$ cat src/rtl/crl_pkg.sv
package crl_pkg;
   typedef enum logic [1:0] {
      CRL_IDLE  = 2'd0,
      CRL_LOAD  = 2'd1,
      CRL_START = 2'd2
   } crl_state_e;
endpackage

$ cat src/rtl/crl_counter.sv
module crl_counter #(
   parameter int CW = 9
) (
   input  logic          clk,
   input  logic          rst_n,
   input  logic          clr,
   input  logic          inc,
   input  logic [CW-1:0] target,
   output logic [CW-1:0] cnt,
   output logic          last
);
   logic [CW-1:0] q;

   always_ff @(posedge clk or negedge rst_n) begin
      if (!rst_n)   q <= '0;
      else if (clr) q <= '0;
      else if (inc) q <= q + 1'b1;
   end

   assign cnt  = q;
   assign last = (({1'b0, q} + 1'b1) == {1'b0, target});

   AST_CNT_BELOW_TARGET: assert property (@(posedge clk) disable iff (!rst_n)
      inc |-> (q < target));
endmodule

$ cat src/rtl/crl_fsm.sv
module crl_fsm
   import crl_pkg::*;
(
   input  logic       clk,
   input  logic       rst_n,
   input  logic       accept,
   input  logic       len_zero,
   input  logic       xfer,
   input  logic       last,
   output crl_state_e state
);
   crl_state_e nxt;

   always_comb begin
      nxt = state;
      case (state)
         CRL_IDLE:  if (accept) nxt = len_zero ? CRL_START : CRL_LOAD;
         CRL_LOAD:  if (xfer && last) nxt = CRL_START;
         CRL_START: nxt = CRL_IDLE;
         default:   nxt = CRL_IDLE;
      endcase
   end

   always_ff @(posedge clk or negedge rst_n) begin
      if (!rst_n) state <= CRL_IDLE;
      else        state <= nxt;
   end

   AST_START_ONE_CYCLE: assert property (@(posedge clk) disable iff (!rst_n)
      (state == CRL_START) |=> (state == CRL_IDLE));
endmodule

$ cat src/rtl/core_restart_loader.sv
module core_restart_loader
   import crl_pkg::*;
#(
   parameter int SA_W      = 16,
   parameter int DATA_W    = 32,
   parameter int MAX_WORDS = 496,
   parameter int LEN_W     = 10,
   parameter int PC_W      = 9,
   parameter int LA_W      = $clog2(MAX_WORDS),
   parameter bit CLEAR_EN  = 1'b1
) (
   input  logic              clk,
   input  logic              rst_n,
   input  logic              cmd_valid,
   input  logic [SA_W-1:0]   cmd_src_addr,
   input  logic [LEN_W-1:0]  cmd_len,
   input  logic [PC_W-1:0]   cmd_start,
   input  logic              cmd_clear,
   output logic              busy,
   output logic              rd_valid,
   output logic [SA_W-1:0]   rd_addr,
   input  logic              rd_ready,
   input  logic [DATA_W-1:0] rd_data,
   output logic              lm_we,
   output logic [LA_W-1:0]   lm_addr,
   output logic [DATA_W-1:0] lm_wdata,
   output logic              core_run,
   output logic              pc_load,
   output logic [PC_W-1:0]   pc_value,
   output logic              reg_clear
);
   localparam int CW = $clog2(MAX_WORDS + 1);

   if (MAX_WORDS < 2) begin : g_bad_depth
      $error("MAX_WORDS must be at least 2");
   end
   if (LEN_W < CW) begin : g_bad_len
      $error("LEN_W too narrow for MAX_WORDS");
   end
   if (LA_W < $clog2(MAX_WORDS)) begin : g_bad_la
      $error("LA_W too narrow for MAX_WORDS");
   end
   if (SA_W < CW) begin : g_bad_sa
      $error("SA_W narrower than word counter");
   end

   crl_state_e        state;
   logic              accept, xfer, last;
   logic [CW-1:0]     len_c, len_q, cnt;
   logic [SA_W-1:0]   src_q;
   logic [PC_W-1:0]   start_q;
   logic              clr_q;

   assign busy   = (state != CRL_IDLE);
   assign accept = cmd_valid && !busy;
   assign len_c  = (cmd_len > LEN_W'(MAX_WORDS)) ? CW'(MAX_WORDS) : CW'(cmd_len);

   always_ff @(posedge clk or negedge rst_n) begin
      if (!rst_n) begin
         src_q   <= '0;
         start_q <= '0;
         len_q   <= '0;
         clr_q   <= 1'b0;
      end else if (accept) begin
         src_q   <= cmd_src_addr;
         start_q <= cmd_start;
         len_q   <= len_c;
         clr_q   <= cmd_clear;
      end
   end

   always_ff @(posedge clk or negedge rst_n) begin
      if (!rst_n)                  core_run <= 1'b0;
      else if (accept)             core_run <= 1'b0;
      else if (state == CRL_START) core_run <= 1'b1;
   end

   crl_fsm u_fsm (
      .clk      (clk),
      .rst_n    (rst_n),
      .accept   (accept),
      .len_zero (len_c == '0),
      .xfer     (xfer),
      .last     (last),
      .state    (state)
   );

   crl_counter #(.CW(CW)) u_cnt (
      .clk    (clk),
      .rst_n  (rst_n),
      .clr    (accept),
      .inc    (xfer),
      .target (len_q),
      .cnt    (cnt),
      .last   (last)
   );

   assign rd_valid = (state == CRL_LOAD);
   assign rd_addr  = src_q + SA_W'(cnt);
   assign xfer     = rd_valid && rd_ready;
   assign lm_we    = xfer;
   assign lm_addr  = LA_W'(cnt);
   assign lm_wdata = rd_data;
   assign pc_load  = (state == CRL_START);
   assign pc_value = start_q;

   if (CLEAR_EN) begin : g_clear
      assign reg_clear = pc_load && clr_q && (len_q != '0);
   end else begin : g_noclear
      assign reg_clear = 1'b0;
   end

   AST_RUN_OFF_WHILE_BUSY: assert property (@(posedge clk) disable iff (!rst_n)
      busy |-> !core_run);
   AST_IGNORE_WHILE_BUSY: assert property (@(posedge clk) disable iff (!rst_n)
      busy |=> $stable(start_q) && $stable(len_q));
   AST_NO_READ_IDLE: assert property (@(posedge clk) disable iff (!rst_n)
      !busy |-> !rd_valid && !lm_we);
   AST_HOLD_ADDR_ON_STALL: assert property (@(posedge clk) disable iff (!rst_n)
      (rd_valid && !rd_ready) |=> rd_valid && $stable(rd_addr));
   AST_RUN_AFTER_START: assert property (@(posedge clk) disable iff (!rst_n)
      pc_load |=> core_run && !busy);
   AST_CLEAR_ONLY_AT_START: assert property (@(posedge clk) disable iff (!rst_n)
      reg_clear |-> pc_load && !core_run);
   AST_RUN_HELD: assert property (@(posedge clk) disable iff (!rst_n)
      (core_run && !cmd_valid) |=> core_run);
endmodule

$ cat config.mk
export PLATFORM = sky130hd
export DESIGN_NAME = core_restart_loader
export DESIGN_NICKNAME = d
export VERILOG_FILES = /design/src/rtl/crl_pkg.sv /design/src/rtl/crl_counter.sv /design/src/rtl/crl_fsm.sv /design/src/rtl/core_restart_loader.sv
export SDC_FILE = /design/constraint.sdc
export NUM_CORES = 1
export LEC_CHECK = 0
export ABC_AREA = 1
export BUFFER_PORTS_ARGS = -buffer_cell sky130_fd_sc_hd__buf_2
export CAP_MARGIN = 5
export CORE_MARGIN = 4
export CORE_UTILIZATION = 47
export CTS_CLUSTER_DIAMETER = 200
export CTS_CLUSTER_SIZE = 40
export DETAILED_ROUTE_END_ITERATION = 12
export GPL_TIMING_DRIVEN = 0
export PLACE_DENSITY = 0.84
export SETUP_SLACK_MARGIN = 0.05
export SLEW_MARGIN = 20
export SYNTH_ARGS = -nofsm -noshare
export SYNTH_HDL_FRONTEND = slang
export SYNTH_SLANG_ARGS = --single-unit
export TNS_END_PERCENT = 5
$ cat constraint.sdc
create_clock -name clk -period 2.25 [get_ports clk]
set_input_delay 0.3375 -clock clk [delete_from_list [all_inputs] [get_ports clk]]
set_output_delay 0.3375 -clock clk [all_outputs]
set_load 0.01 [all_outputs]
Yosys cells after proc, flatten, opt, wreduce, memory -nomap -nowiden:

Cells that the tools add are included.

* register bits after elaboration: 47
* output and inout bits: 72

* add/subtract/negate cells: 3
* $lt $le $gt $ge: 1
* equality and inequality tests: 5
* multiplexer cells: 9
* reduce and logical (&&, ||, !) cells: 13

Operator list (count)
* $mux 9: 3
* $add 16x9->16: 1
* $add 9x1->10 const B: 1
* $eq 10x9->1: 1
* $gt 10x9->1 const B: 1
* $add 9x1->9 const B: 1
* $logic_not 9->1: 1
* $reduce_bool 9->1: 1
* $mux 2: 3
* $reduce_bool 2->1: 3
* $logic_and 1x1->1: 5
* $pmux 2 s2: 1
* $eq 2x1->1 const B: 1
* $eq 2x2->1 const B: 1
* $logic_not 2->1: 1
* $mux 1: 2
* $ne 2x1->1 const B: 1
* $ne 2x2->1 const B: 1
* $reduce_and 2->1: 1
* $logic_not 1->1: 1

Depth between registers and ports, before layout:

Gate-level depths: netlist of the first run.

* depth in word-level cells: 6
* mapped depth: 13
* depth with buffers taken out: 13

By module:

A second synthesis of the first run with hierarchy kept.

* cell total of the unflattened synthesis: 464
* area total of the unflattened synthesis: 3216.8 µm²

Modules (own cells, without submodules)
* core_restart_loader: times used 1, cells an instance 339, area each 2418.6 µm², seq. area each 900.9 µm²
* crl_counter: times used 1, cells an instance 111, area each 698.2 µm², seq. area each 225.2 µm²
* crl_fsm: times used 1, cells an instance 14, area each 100.1 µm², seq. area each 50.0 µm²

Worst setup path before layout of the first run:

Ideal clock, no wire load.

* path type: reg-to-output
* from: reg u_cnt.q[0], in the netlist u_cnt.cnt[0]
* to: out rd_addr[14]
* arrival time: 1.953 ns
* required time: 1.913 ns
* path slack: -0.041 ns
* stages on the path, launching flop included: 10
* buffers on the path: 0
* cell sequence: dfrtp_1 ha_1 inv_1 fa_1 o21ai_0 nand2_1 nand2_1 nand4_1 nand2_1 xor2_1

* word-level cells in the longest chain between the ends: 1

Ends and longest elaborated chain
* start, declared: line crl_counter.sv:12 `logic [CW-1:0] q;`
* start signal, assigned: line crl_counter.sv:17 `else if (inc) q <= q + 1'b1;`
* $add 16x9->16: line core_restart_loader.sv:99 `assign rd_addr = src_q + SA_W'(cnt);`
* end, declared: line core_restart_loader.sv:21 `output logic [SA_W-1:0] rd_addr,`

Every way passes these cells.

Worst setup path in the final report of the first run:

* from: reg src_q[0]
* to: out rd_addr[14]

* word-level cells in the longest chain between the ends: 1

Ends and longest elaborated chain
* start, declared: line core_restart_loader.sv:50 `logic [SA_W-1:0] src_q;`
* start signal, assigned: line core_restart_loader.sv:65 `src_q <= cmd_src_addr;`
* $add 16x9->16: line core_restart_loader.sv:99

Every way passes these cells.

==> results.py, run 1 <==
metrics = {
    "die": {
        "ios": 144,
        "start_util_pct": 48.1,
        "row_count": 29,
        "core_um2": 6310,
        "die_w_um": 88.4,
        "die-area_um2": 7810,
        "dieHeight_um": 88.4,
    },
    "yosys": {
        "synth-async-reset-ratio_pct": 100,
        "syn_area_um2": 3040,
        "synth-seq-area-share_pct": 38.7,
        "ys_top_cells_by_count": "nand2_1 (141), dfrtp_1 (47), inv_1 (39), buf_4 (32), nand3_1 (25)",
        "syn_inst": 409,
        "synth_top_area_cell": "dfrtp_1",
        "synth_area_leaders": "dfrtp_1 (39%), nand2_1 (17%), buf_4 (7.9%)",
        "ys_warn_count": 0,
        "synth_seq_cells": 47,
        "avgSynthCellArea_um2": 7.43,
        "synth_enable_flop_cells": 0,
        "ys_types": 31,
        "synth-main-ff-cell": "dfrtp_1",
        "yosysMostFrequentCell": "nand2_1",
        "syn_nets": 492,
        "yosysTopAreaCellShare_pct": 38.7,
    },
    "setup_path": {
        "start_kind": "flop",
        "critPathRequiredTime_ns": 1.91,
        "cp_max_fo": 3,
        "end_kind": "output port",
        "path_class": "flop to output port",
        "worstPathArrival_ns": 2.12,
    },
    "clock_network": {
        "cts_tree": "yes",
        "cts-root-buf": "clkbuf_8",
        "htree_levels": 2,
        "cts_buffer_depth": 2,
        "cts-hold-fix-buffers": 0,
        "clkSinkCount": 47,
        "clkSlewWorstSetupHoldPaths_ns": 0.09,
        "clkLatencyLatePin_ns": 0.30,
        "cts-buffers-inserted": 5,
    },
    "hold_path": {
        "hold_path.class": "input port to asynchronous set/reset pin",
    },
    "layout": {
        "fillCellCount": 565,
        "n_antenna_cell": 0,
        "syn2layout_area_growth_pct": 31.3,
        "layout.nets": 617,
        "multi_input_area_um2": 1590,
        "drive_gt1_share_pct": 37.9,
        "seqCellArea_um2": 1190,
    },
    "flow_run": {
        "max_cap_viol_count": 0,
    },
    "global_routing": {
        "grt_max_degree": 48,
        "grt_overflow": 0,
        "track_usage_pct": 20.7,
        "antenna_found_initial": 0,
        "grt_pass1_vias": 2746,
        "grt_pass1_wl_um": 12600,
    },
    "sta": {
        "fin_ws_ns": -0.208,
        "worstMarginPinSlew_ns": 0.607,
        "fin_worst_skew_ns": 0.00709,
        "relSlewSlack_pct": 59.5,
        "period_needed_ns": 2.46,
        "worst_hold_slack_ns": 0.0212,
        "hold_violations": 0,
        "rsz0062_at_grt": "yes",
        "post-route-period-util_pct": 109,
        "slew_viol_final": 0,
        "setup-violations-final": 10,
        "max_clock_freq_mhz": 407,
    },
    "pwr": {
        "p_leak_nw": 2.13,
        "power_density_nw_per_um2": 1090,
        "ir_drop_uv": 687,
    },
    "detailed_routing": {
        "drtIter0Drc": 155,
        "dr.pass1.iters": 5,
        "routedWlPerCell_um": 13.5,
        "routed_via_density": 5.12,
        "wl_um": 8280,
        "vias": 3136,
        "drc_errors": 0,
        "detail-route-antenna-nets": 0,
    },
    "status": {
        "status": "complete, but fails checks",
        "failed_checks": "negative setup slack",
    },
    "place": {
        "io_buffers": 111,
        "hpwlAfterDp_um": 6330,
        "post-place-ws_ns": -0.0828,
        "gp_congestion": 0.897,
    },
}
[per-layer routing]
layer  routed length (um)  vias up  global-route usage (%)  part of all wire (%)
li1                     -     1531                       -                     -
met1                 3340     1459                    27.3                    40
met2                 3990      136                    34.7                    48
met3                  864       10                    4.75                    10
met4                   86        0                    4.67                   1.0
met5                    0        -                       0                     0
[layout make-up]
class / instances / area share [%]
Multi-Input combinational cell: 284 / 39.8
Sequential cell: 47 / 29.8
Timing Repair Buffer: 118 / 15.5
Buffer: 38 / 6.62
Inverter: 40 / 3.76
Tap cell: 77 / 2.41
Clock buffer: 6 / 1.82
Clock inverter: 2 / 0.314
[layout by cell type, fill, tap and decap left out]
| cell | count |
|---|---|
| a21o_1 | 1 |
| nor2_4 | 2 |
| o211ai_1 | 2 |
| o22ai_1 | 4 |
| o21ai_1 | 1 |
| and3_1 | 1 |
| xnor2_1 | 4 |
| nor4_1 | 2 |
| dfrtp_2 | 10 |
| nand2_2 | 5 |
| nand4_1 | 4 |
| ha_2 | 1 |
| clkbuf_8 | 5 |
| fa_2 | 1 |
| nor2_1 | 19 |
| nand2_1 | 139 |
| dfrtp_1 | 37 |
| nor2_2 | 6 |
| o21ai_2 | 3 |
| buf_2 | 111 |
| a31oi_1 | 3 |
| a21oi_2 | 6 |
| clkinv_2 | 1 |
| xor2_1 | 11 |
| inv_1 | 38 |
| a22o_1 | 2 |
| o21ai_0 | 22 |
| ha_4 | 8 |
| buf_6 | 2 |
| clkinvlp_4 | 1 |
| a21oi_1 | 3 |
| nand3b_1 | 5 |
| a22oi_2 | 1 |
| nand3_1 | 25 |
| ha_1 | 1 |
| buf_4 | 38 |
| inv_2 | 2 |
| nor3_1 | 2 |
| clkbuf_1 | 6 |
[final timing paths]
kind / from / endpoint / slack, ns / depth (start not counted)
worst max-delay path: src_q[0] / rd_addr[14] / -0.21 / 10
worst min-delay path: rst_n / src_q[12] / 0.02 / 1
worst max register to register: u_cnt.cnt[0] / u_fsm.state[0] / 0.45 / 10
worst min register to register: pc_value[8] / pc_value[8] / 0.47 / 2
max in group asynchronous: rst_n / src_q[2] / 1.77 / 1
min in group clk: cmd_src_addr[10] / src_q[10] / 0.22 / 3
[state kept, by name, indices dropped and copies added, names as in the netlist]
register,flops
clr_q,1
core_run,1
len_q,9
pc_value,9
src_q,16
u_cnt.cnt,9
u_fsm.state,2
[worst max-delay path: stages (launching register included)]
cell	delay (ns)
dfrtp_1	0.42
ha_2	0.21
inv_2	0.04
fa_2	0.37
o21ai_2	0.16
nand2_1	0.09
nand2_2	0.10
nand4_1	0.08
nand2_1	0.08
xor2_1	0.12
buf_2	0.14
[power by group]
| group | internal, mW | switching (mW) | leakage (nW) |
|---|---|---|---|
| clock network | 0.218 | 0.301 | 0.0412 |
| logic | 0.970 | 1.29 | 1.52 |
| registers | 1.21 | 0.357 | 0.575 |
| total | 2.40 | 1.95 | 2.13 |
[stage by stage]
step,util (%),power [mW],cells,TNS (ns),cell area (um^2)
6_report,63.2,4.35,612,-1.05,3990
3_5_place_dp,58.5,3.59,597,-0.111,3690
5_1_grt,63.2,4.70,612,-1.95,3990
2_1_floorplan,-,2.80,409,0,3040
4_1_cts,62.8,4.32,612,-0.853,3970
3_3_place_gp,58.5,3.51,597,-0.0555,3690
[repair_timing]
item | in CTS | in global routing
endpoints found under the setup margin | 12 | 12
resized for setup | 29 | 5
pin swaps | 7 | 4
setup buffers | 7 | 0
cloned | 0 | 0
hold endpoints to repair | 0 | 0
[cell families (layout without fill, tap and decap cells)]
logic type               after synthesis  count (layout)  synth area share, %
buffers and inverters                 78             204                 13.6
flip-flops                            47              47                 38.7
adder cells (fa/ha/maj)               11              11                 4.78
AND/OR/NAND/NOR                      210             210                 29.4
AO/OA/AOI/OAI                         48              48                 9.14
XOR/XNOR                              15              15                 4.32
Note: power is estimated with default switching activity, not from simulation.
==> run 2: changes to the inputs <==
Settings changed: CORE_UTILIZATION 47 to 42, PLACE_DENSITY 0.84 to 0.74.
Clock period 2.25 ns to 2.1 ns, I/O delays scaled along.
==> run 2 against run 1 <==
  * The flow finishes with violations (negative hold slack, negative setup slack)
  * Core utilization down 4.0 points
  * Critical path depth unchanged
  * Total power is 14% higher
  * Count of clock-buffer cells in the layout decreased by 1
  * Via count decreased by 0.64%
  * Register-to-register slack got worse by 0.15 ns
  * Die area increased by 11%
  * Sequential power rose by 7%
  * Largest power group unchanged
  * Wire length is 4.1% higher
  * Critical endpoint unchanged
  * Global-route usage fell by 1.1 points
  * Non-clock buffer count rose by 2
  * Flip-flop and latch count is the same
  * Largest cell class unchanged
==> results.py, run 2 (synthesis results as in run 1) <==
metrics = {
    "pwr": {
        "power_density_nw_per_um2": 1220,
        "ir_drop_uv": 562,
        "p_leak_nw": 2.18,
    },
    "global_routing": {
        "grt_max_degree": 48,
        "grt_overflow": 0,
        "antenna_found_initial": 0,
        "grt_pass1_wl_um": 13700,
        "track_usage_pct": 19.5,
        "grt.met2_usage_pct": 34.3,
        "met3_usage_pct": 3.62,
        "grt_pass1_vias": 2954,
        "grt.met1_usage_pct": 24.0,
        "busiest_layer": "met2",
    },
    "flow_run": {
        "max_cap_viol_count": 0,
    },
    "setup_path": {
        "path_class": "flop to output port",
        "worstPathArrival_ns": 2.09,
        "critPathBufInv": 2,
        "r2r_start": "u_cnt.cnt[0]",
        "cp.depth": 10,
        "critical-path-top-delay-family": "adder cells",
        "cp_max_fo": 3,
        "crit_slowest_cell": "dfrtp_1",
        "reg2reg_slack_ns": 0.30,
        "path_cells": "ha_2 > inv_2 > fa_2 > o21ai_2 > nand2_1 > nand2_2 > nand4_1 > nand2_2 > xor2_2 > buf_2",
        "endpoint": "rd_addr[14]",
        "crit_top_cell": "nand2_2",
        "r2r_cells": 10,
        "start_kind": "flop",
        "crit_start": "src_q[0]",
        "cpPeakStageDelay_ns": 0.42,
        "r2r_end": "u_fsm.state[0]",
        "end_kind": "output port",
        "critPathRequiredTime_ns": 1.78,
    },
    "hold_path": {
        "hold_path.class": "input port to asynchronous set/reset pin",
    },
    "sta": {
        "worst_hold_slack_ns": -0.00471,
        "max_clock_freq_mhz": 415,
        "fin_ws_ns": -0.310,
        "fin_worst_skew_ns": 0.0125,
        "worstMarginPinSlew_ns": 0.611,
        "period_needed_ns": 2.41,
        "relSlewSlack_pct": 59.3,
        "hold_violations": 1,
        "rsz0062_at_grt": "yes",
        "setup-violations-final": 13,
        "slew_viol_final": 0,
        "post-route-period-util_pct": 115,
    },
    "detailed_routing": {
        "routed_via_density": 4.92,
        "dr.pass1.iters": 4,
        "detail-route-antenna-nets": 0,
        "vias": 3116,
        "wl_um": 8620,
        "drtIter0Drc": 162,
        "routedWlPerCell_um": 13.6,
        "drc_errors": 0,
    },
    "status": {
        "failed_checks": "negative hold slack, negative setup slack",
        "status": "complete, but fails checks",
    },
    "layout": {
        "layout.nets": 619,
        "regMostFlops": "src_q",
        "fin_cells": 633,
        "final_cell_mix": "nand2_1 (138), buf_2 (111), buf_4 (40)",
        "drive_gt1_share_pct": 38.9,
        "n_antenna_cell": 0,
        "syn2layout_area_growth_pct": 34.5,
        "largest_register_ffs": 16,
        "layout_commonest_cell": "nand2_1",
    },
    "die": {
        "start_util_pct": 44.0,
        "core_um2": 6910,
        "die-area_um2": 8660,
        "ios": 144,
        "die_w_um": 93.0,
        "row_count": 30,
        "dieHeight_um": 93.0,
    },
    "place": {
        "hpwlAfterDp_um": 6470,
        "io_buffers": 111,
        "place_inst": 616,
        "gp_congestion": 0.844,
    },
    "clock_network": {
        "cts_buffer_depth": 2,
        "cts_tree": "yes",
        "clkSinkCount": 47,
        "clkLatencyLatePin_ns": 0.32,
        "cts-root-buf": "clkbuf_8",
        "htree_levels": 2,
        "clkSlewWorstSetupHoldPaths_ns": 0.11,
        "cts-buffers-inserted": 5,
    },
}
-- run 2: cell types whose count changed in the layout (fill, tap and decap cells not counted), sizes merged --
| cell | change |
|---|---|
| buf | +2 |
| bufinv | +2 |
| clkbuf | -1 |
| clkinv | -1 |
| clkinvlp | -1 |
| inv | +1 |
-- run 2: metrics by stage --
stage / utilization, % / setup WS [ns] / area, um^2 / power, mW / setup TNS [ns]
final: 59.2 / -0.310 / 4090 / 4.98 / -2.40
after global routing: 59.2 / -0.432 / 4090 / 5.37 / -3.52
after CTS: 58.7 / -0.324 / 4060 / 4.93 / -2.26
after detailed placement: 54.0 / -0.143 / 3730 / 3.87 / -0.446
after global placement: 54.0 / -0.0992 / 3730 / 3.79 / -0.253
after floorplan: - / 0.0856 / 3050 / 3.02 / 0
-- run 2: area by class of cell --
type | instances | area [um^2]
Tap cell | 96 | 120
Sequential cell | 47 | 1190
Clock inverter | 3 | 71.3
Timing Repair Buffer | 120 | 633
Inverter | 40 | 150
Clock buffer | 5 | 68.8
Buffer | 38 | 264
Multi-Input combinational cell | 284 | 1590
Fill cell | 674 | 2820
-- run 2: how the worst min path moves through the flow --
stage	startpoint	cells past startpoint	slack, ns	endpoint
finish	rst_n	1	-0.005	src_q[11]
global route	rst_n	1	0.06	src_q[14]
CTS	cmd_start[4]	3	0.19	pc_value[4]
detailed placement	pc_value[8]	2	0.45	pc_value[8]
global placement	pc_value[4]	2	0.45	pc_value[4]
floorplan	rst_n	0	0.02	clr_q
-- run 2: power breakdown --
group	total (mW)	internal, mW	switching, mW
clock network	0.838	0.484	0.354
registers	1.68	1.30	0.379
logic	2.46	1.06	1.41
-- run 2: per-layer routing --
layer | vias to the layer above | part of all wire, %
li1 | 1533 | -
met1 | 1459 | 41
met2 | 114 | 49
met3 | 10 | 8.3
met4 | 0 | 1.4
met5 | - | 0
-- run 2: what timing repair did --
action                                  CTS  global route
endpoints found under the hold margin     0             0
setup buffers                             8             1
hold buffers                              0             0
pin swaps                                 8             3
resized for setup                        25             8
endpoints found under the setup margin   13            13
==> run 3: changes to the inputs <==
Settings changed: CORE_UTILIZATION 42 to 43, PLACE_DENSITY 0.74 to 0.75, SYNTH_HIERARCHICAL from default to 1.
==> run 3 against run 2 <==
  * Critical path type unchanged
  * Highest routed layer unchanged
  * Area after synthesis rose by 5.9%
  * Critical endpoint is now rd_addr[10]
  * Sequential power fell by 4%
  * The run ends with negative setup slack left
  * Non-clock buffer count fell by 6
  * Flip-flop and latch count did not move
==> results.py, run 3 <==
metrics = {
    "yosys": {
        "ys_warn_count": 6,
        "syn_nets": 547,
        "synth_top_area_cell": "dfrtp_1",
        "ys_top_cells_by_count": "nand2_1 (178), inv_1 (49), dfrtp_1 (47), buf_4 (33), nor2_1 (32)",
        "syn_area_um2": 3220,
        "synth-async-reset-ratio_pct": 100,
        "yosysMostFrequentCell": "nand2_1",
        "synth_enable_flop_cells": 0,
        "synth_seq_cells": 47,
        "syn_inst": 464,
        "avgSynthCellArea_um2": 6.93,
        "ys_types": 34,
        "synth-main-ff-cell": "dfrtp_1",
        "synth-seq-area-share_pct": 36.6,
        "synth_area_leaders": "dfrtp_1 (37%), nand2_1 (21%), buf_4 (7.7%)",
        "yosysTopAreaCellShare_pct": 36.6,
    },
    "flow_run": {
        "max_cap_viol_count": 0,
    },
    "setup_path": {
        "start_kind": "flop",
        "reg2reg_slack_ns": 0.20,
        "crit_slowest_cell": "dfrtp_2",
        "crit_top_cell": "nand2_2",
        "critPathRequiredTime_ns": 1.78,
        "r2r_cells": 13,
        "path_class": "flop to output port",
        "cpPeakStageDelay_ns": 0.43,
        "end_kind": "output port",
        "crit_start": "u_cnt/cnt[0]",
        "r2r_end": "u_fsm/state[1]",
        "cp_max_fo": 3,
        "r2r_start": "u_cnt/cnt[0]",
        "path_cells": "ha_4 > fa_2 > nand2_2 > nand2_2 > nand3b_1 > nand2_2 > nand2_2 > nand2_1 > nand2_1 > nand2_1 > buf_2",
        "worstPathArrival_ns": 1.94,
    },
    "detailed_routing": {
        "vias": 3255,
        "dr.pass1.iters": 4,
        "wl_um": 8500,
        "detail-route-antenna-nets": 0,
        "drtIter0Drc": 135,
        "routedWlPerCell_um": 12.4,
        "routed_via_density": 4.76,
        "drc_errors": 0,
    },
    "global_routing": {
        "grt_pass1_wl_um": 13300,
        "track_usage_pct": 18.5,
        "grt_max_degree": 48,
        "antenna_found_initial": 0,
        "grt_pass1_vias": 3035,
        "grt_overflow": 0,
    },
    "die": {
        "ios": 144,
        "dieHeight_um": 94.5,
        "die_w_um": 94.5,
        "die-area_um2": 8930,
        "core_um2": 7250,
        "row_count": 31,
        "start_util_pct": 44.4,
    },
    "pwr": {
        "intPower_mw": 2.55,
        "ir_drop_uv": 553,
        "clockPowerShare_pct": 15.5,
        "finalPower_mw": 4.41,
        "p_seq_share_pct": 36.5,
        "power_density_nw_per_um2": 1050,
        "p_leak_nw": 2.34,
        "p_comb_share_pct": 48.1,
        "p_sw_mw": 1.86,
        "p_sw_share_pct": 42.2,
    },
    "clock_network": {
        "cts_buffer_depth": 2,
        "clkSinkCount": 47,
        "cts-root-buf": "clkbuf_8",
        "htree_levels": 2,
        "clkLatencyLatePin_ns": 0.30,
        "clkSlewWorstSetupHoldPaths_ns": 0.09,
        "cts_tree": "yes",
        "cts-buffers-inserted": 5,
        "cts-hold-fix-buffers": 0,
    },
    "layout": {
        "regMostFlops": "src_q",
        "n_antenna_cell": 0,
        "final_area_um2": 4190,
        "largest_register_ffs": 16,
        "final_cell_mix": "nand2_1 (171), buf_2 (115), inv_1 (49)",
        "fillCellCount": 709,
        "drive_gt1_share_pct": 34.7,
        "layout.nets": 667,
        "layout_commonest_cell": "nand2_1",
        "syn2layout_area_growth_pct": 30.1,
    },
    "sta": {
        "worstMarginPinSlew_ns": 0.606,
        "relSlewSlack_pct": 59.6,
        "slew_viol_final": 0,
        "hold_violations": 0,
        "rsz0062_at_grt": "yes",
        "period_needed_ns": 2.26,
        "max_clock_freq_mhz": 443,
        "fin_ws_ns": -0.156,
        "post-route-period-util_pct": 107,
        "finalSetupTns_ns": -0.896,
        "worst_hold_slack_ns": 0.0169,
        "setup-violations-final": 10,
        "fin_worst_skew_ns": 0.00664,
    },
    "place": {
        "post-place-ws_ns": -0.106,
        "hpwlAfterDp_um": 6550,
        "postPlaceCellArea_um2": 3900,
        "io_buffers": 111,
        "gp_congestion": 0.855,
    },
    "status": {
        "status": "complete, but fails checks",
        "failed_checks": "negative setup slack",
    },
    "hold_path": {
        "hold_path.class": "input port to asynchronous set/reset pin",
    },
}
run 3: cell types whose count changed in the layout (fill, tap and decap cells not counted), sizes merged, moves of 3 or more:
cell,before,now
nand2,144,183
inv,41,52
nor2,27,37
o21ai,26,19
nand3,25,31
clkinv,0,4
xor2,11,7
clkbuf,10,7
run 3: critical path, delay by kind of cell, from the launching register on:
family,cells,cell delay (ns)
AND/OR/NAND/NOR,8,0.58
flip-flops,1,0.43
adder cells (fa/ha/maj),2,0.52
buffers and inverters,1,0.13
run 3: kinds of logic (layout without fill, tap and decap cells):
logic type | Yosys count | in the layout | synth area share (%)
adders and majority gates | 11 | 11 | 4.51
AOI/OAI and AO/OA | 37 | 37 | 6.53
and+or+nand+nor | 266 | 266 | 34.9
xor gates and xnor gates | 9 | 9 | 2.45
buffers and inverters | 94 | 215 | 15.0
DFF | 47 | 47 | 36.6
run 3: worst max path at each step:
stage                   to  slack [ns]  cells after the start
6_report       rd_addr[10]       -0.16                     11
5_1_grt        rd_addr[10]       -0.25                     11
4_1_cts        rd_addr[14]       -0.17                     11
3_5_place_dp   rd_addr[10]       -0.11                     11
3_3_place_gp   rd_addr[14]       -0.07                     11
2_1_floorplan  rd_addr[10]        0.15                     10
run 3: area by class of cell:
type / count / area, um^2 / share of cell area [%]
repair buffers: 113 / 573 / 13.7
multi-input cells: 323 / 1700 / 40.7
inverters: 55 / 206 / 4.93
clock buffers: 6 / 82.6 / 1.97
plain buffers: 39 / 277 / 6.61
well taps: 99 / 124 / 2.96
flip-flops and latches: 47 / 1190 / 28.3
clock inverters: 2 / 35.0 / 0.837
run 3: layer usage:
layer | wire length (um) | part of all wire [%] | GRT usage (%) | up-vias
li1 | - | - | - | 1665
met5 | 0 | 0 | 0 | -
met2 | 4180 | 49 | 33.3 | 123
met3 | 725 | 8.5 | 3.11 | 8
met4 | 72 | 0.85 | 4.69 | 0
met1 | 3510 | 41 | 22.9 | 1459
run 3: stage by stage:
stage | utilization, % | cells
floorplan | - | 464
global placement | 53.7 | 674
detailed placement | 53.7 | 674
CTS | 57.3 | 684
global route | 57.7 | 684
finish | 57.7 | 684
run 3: power by group through the flow:
| stage | logic (mW) | registers, mW | clock network, mW |
|---|---|---|---|
| floorplan | 1.30 | 1.55 | 0 |
| global placement | 1.94 | 1.57 | 0 |
| detailed placement | 1.98 | 1.58 | 0 |
| CTS | 2.11 | 1.59 | 0.707 |
| global route | 2.39 | 1.66 | 0.736 |
| finish | 2.12 | 1.61 | 0.681 |
run 3: what timing repair did:
action,4_1_cts,5_1_grt
gates resized for setup,24,5
endpoints found under the setup margin,13,14
pin swaps,5,5
setup buffers,2,0
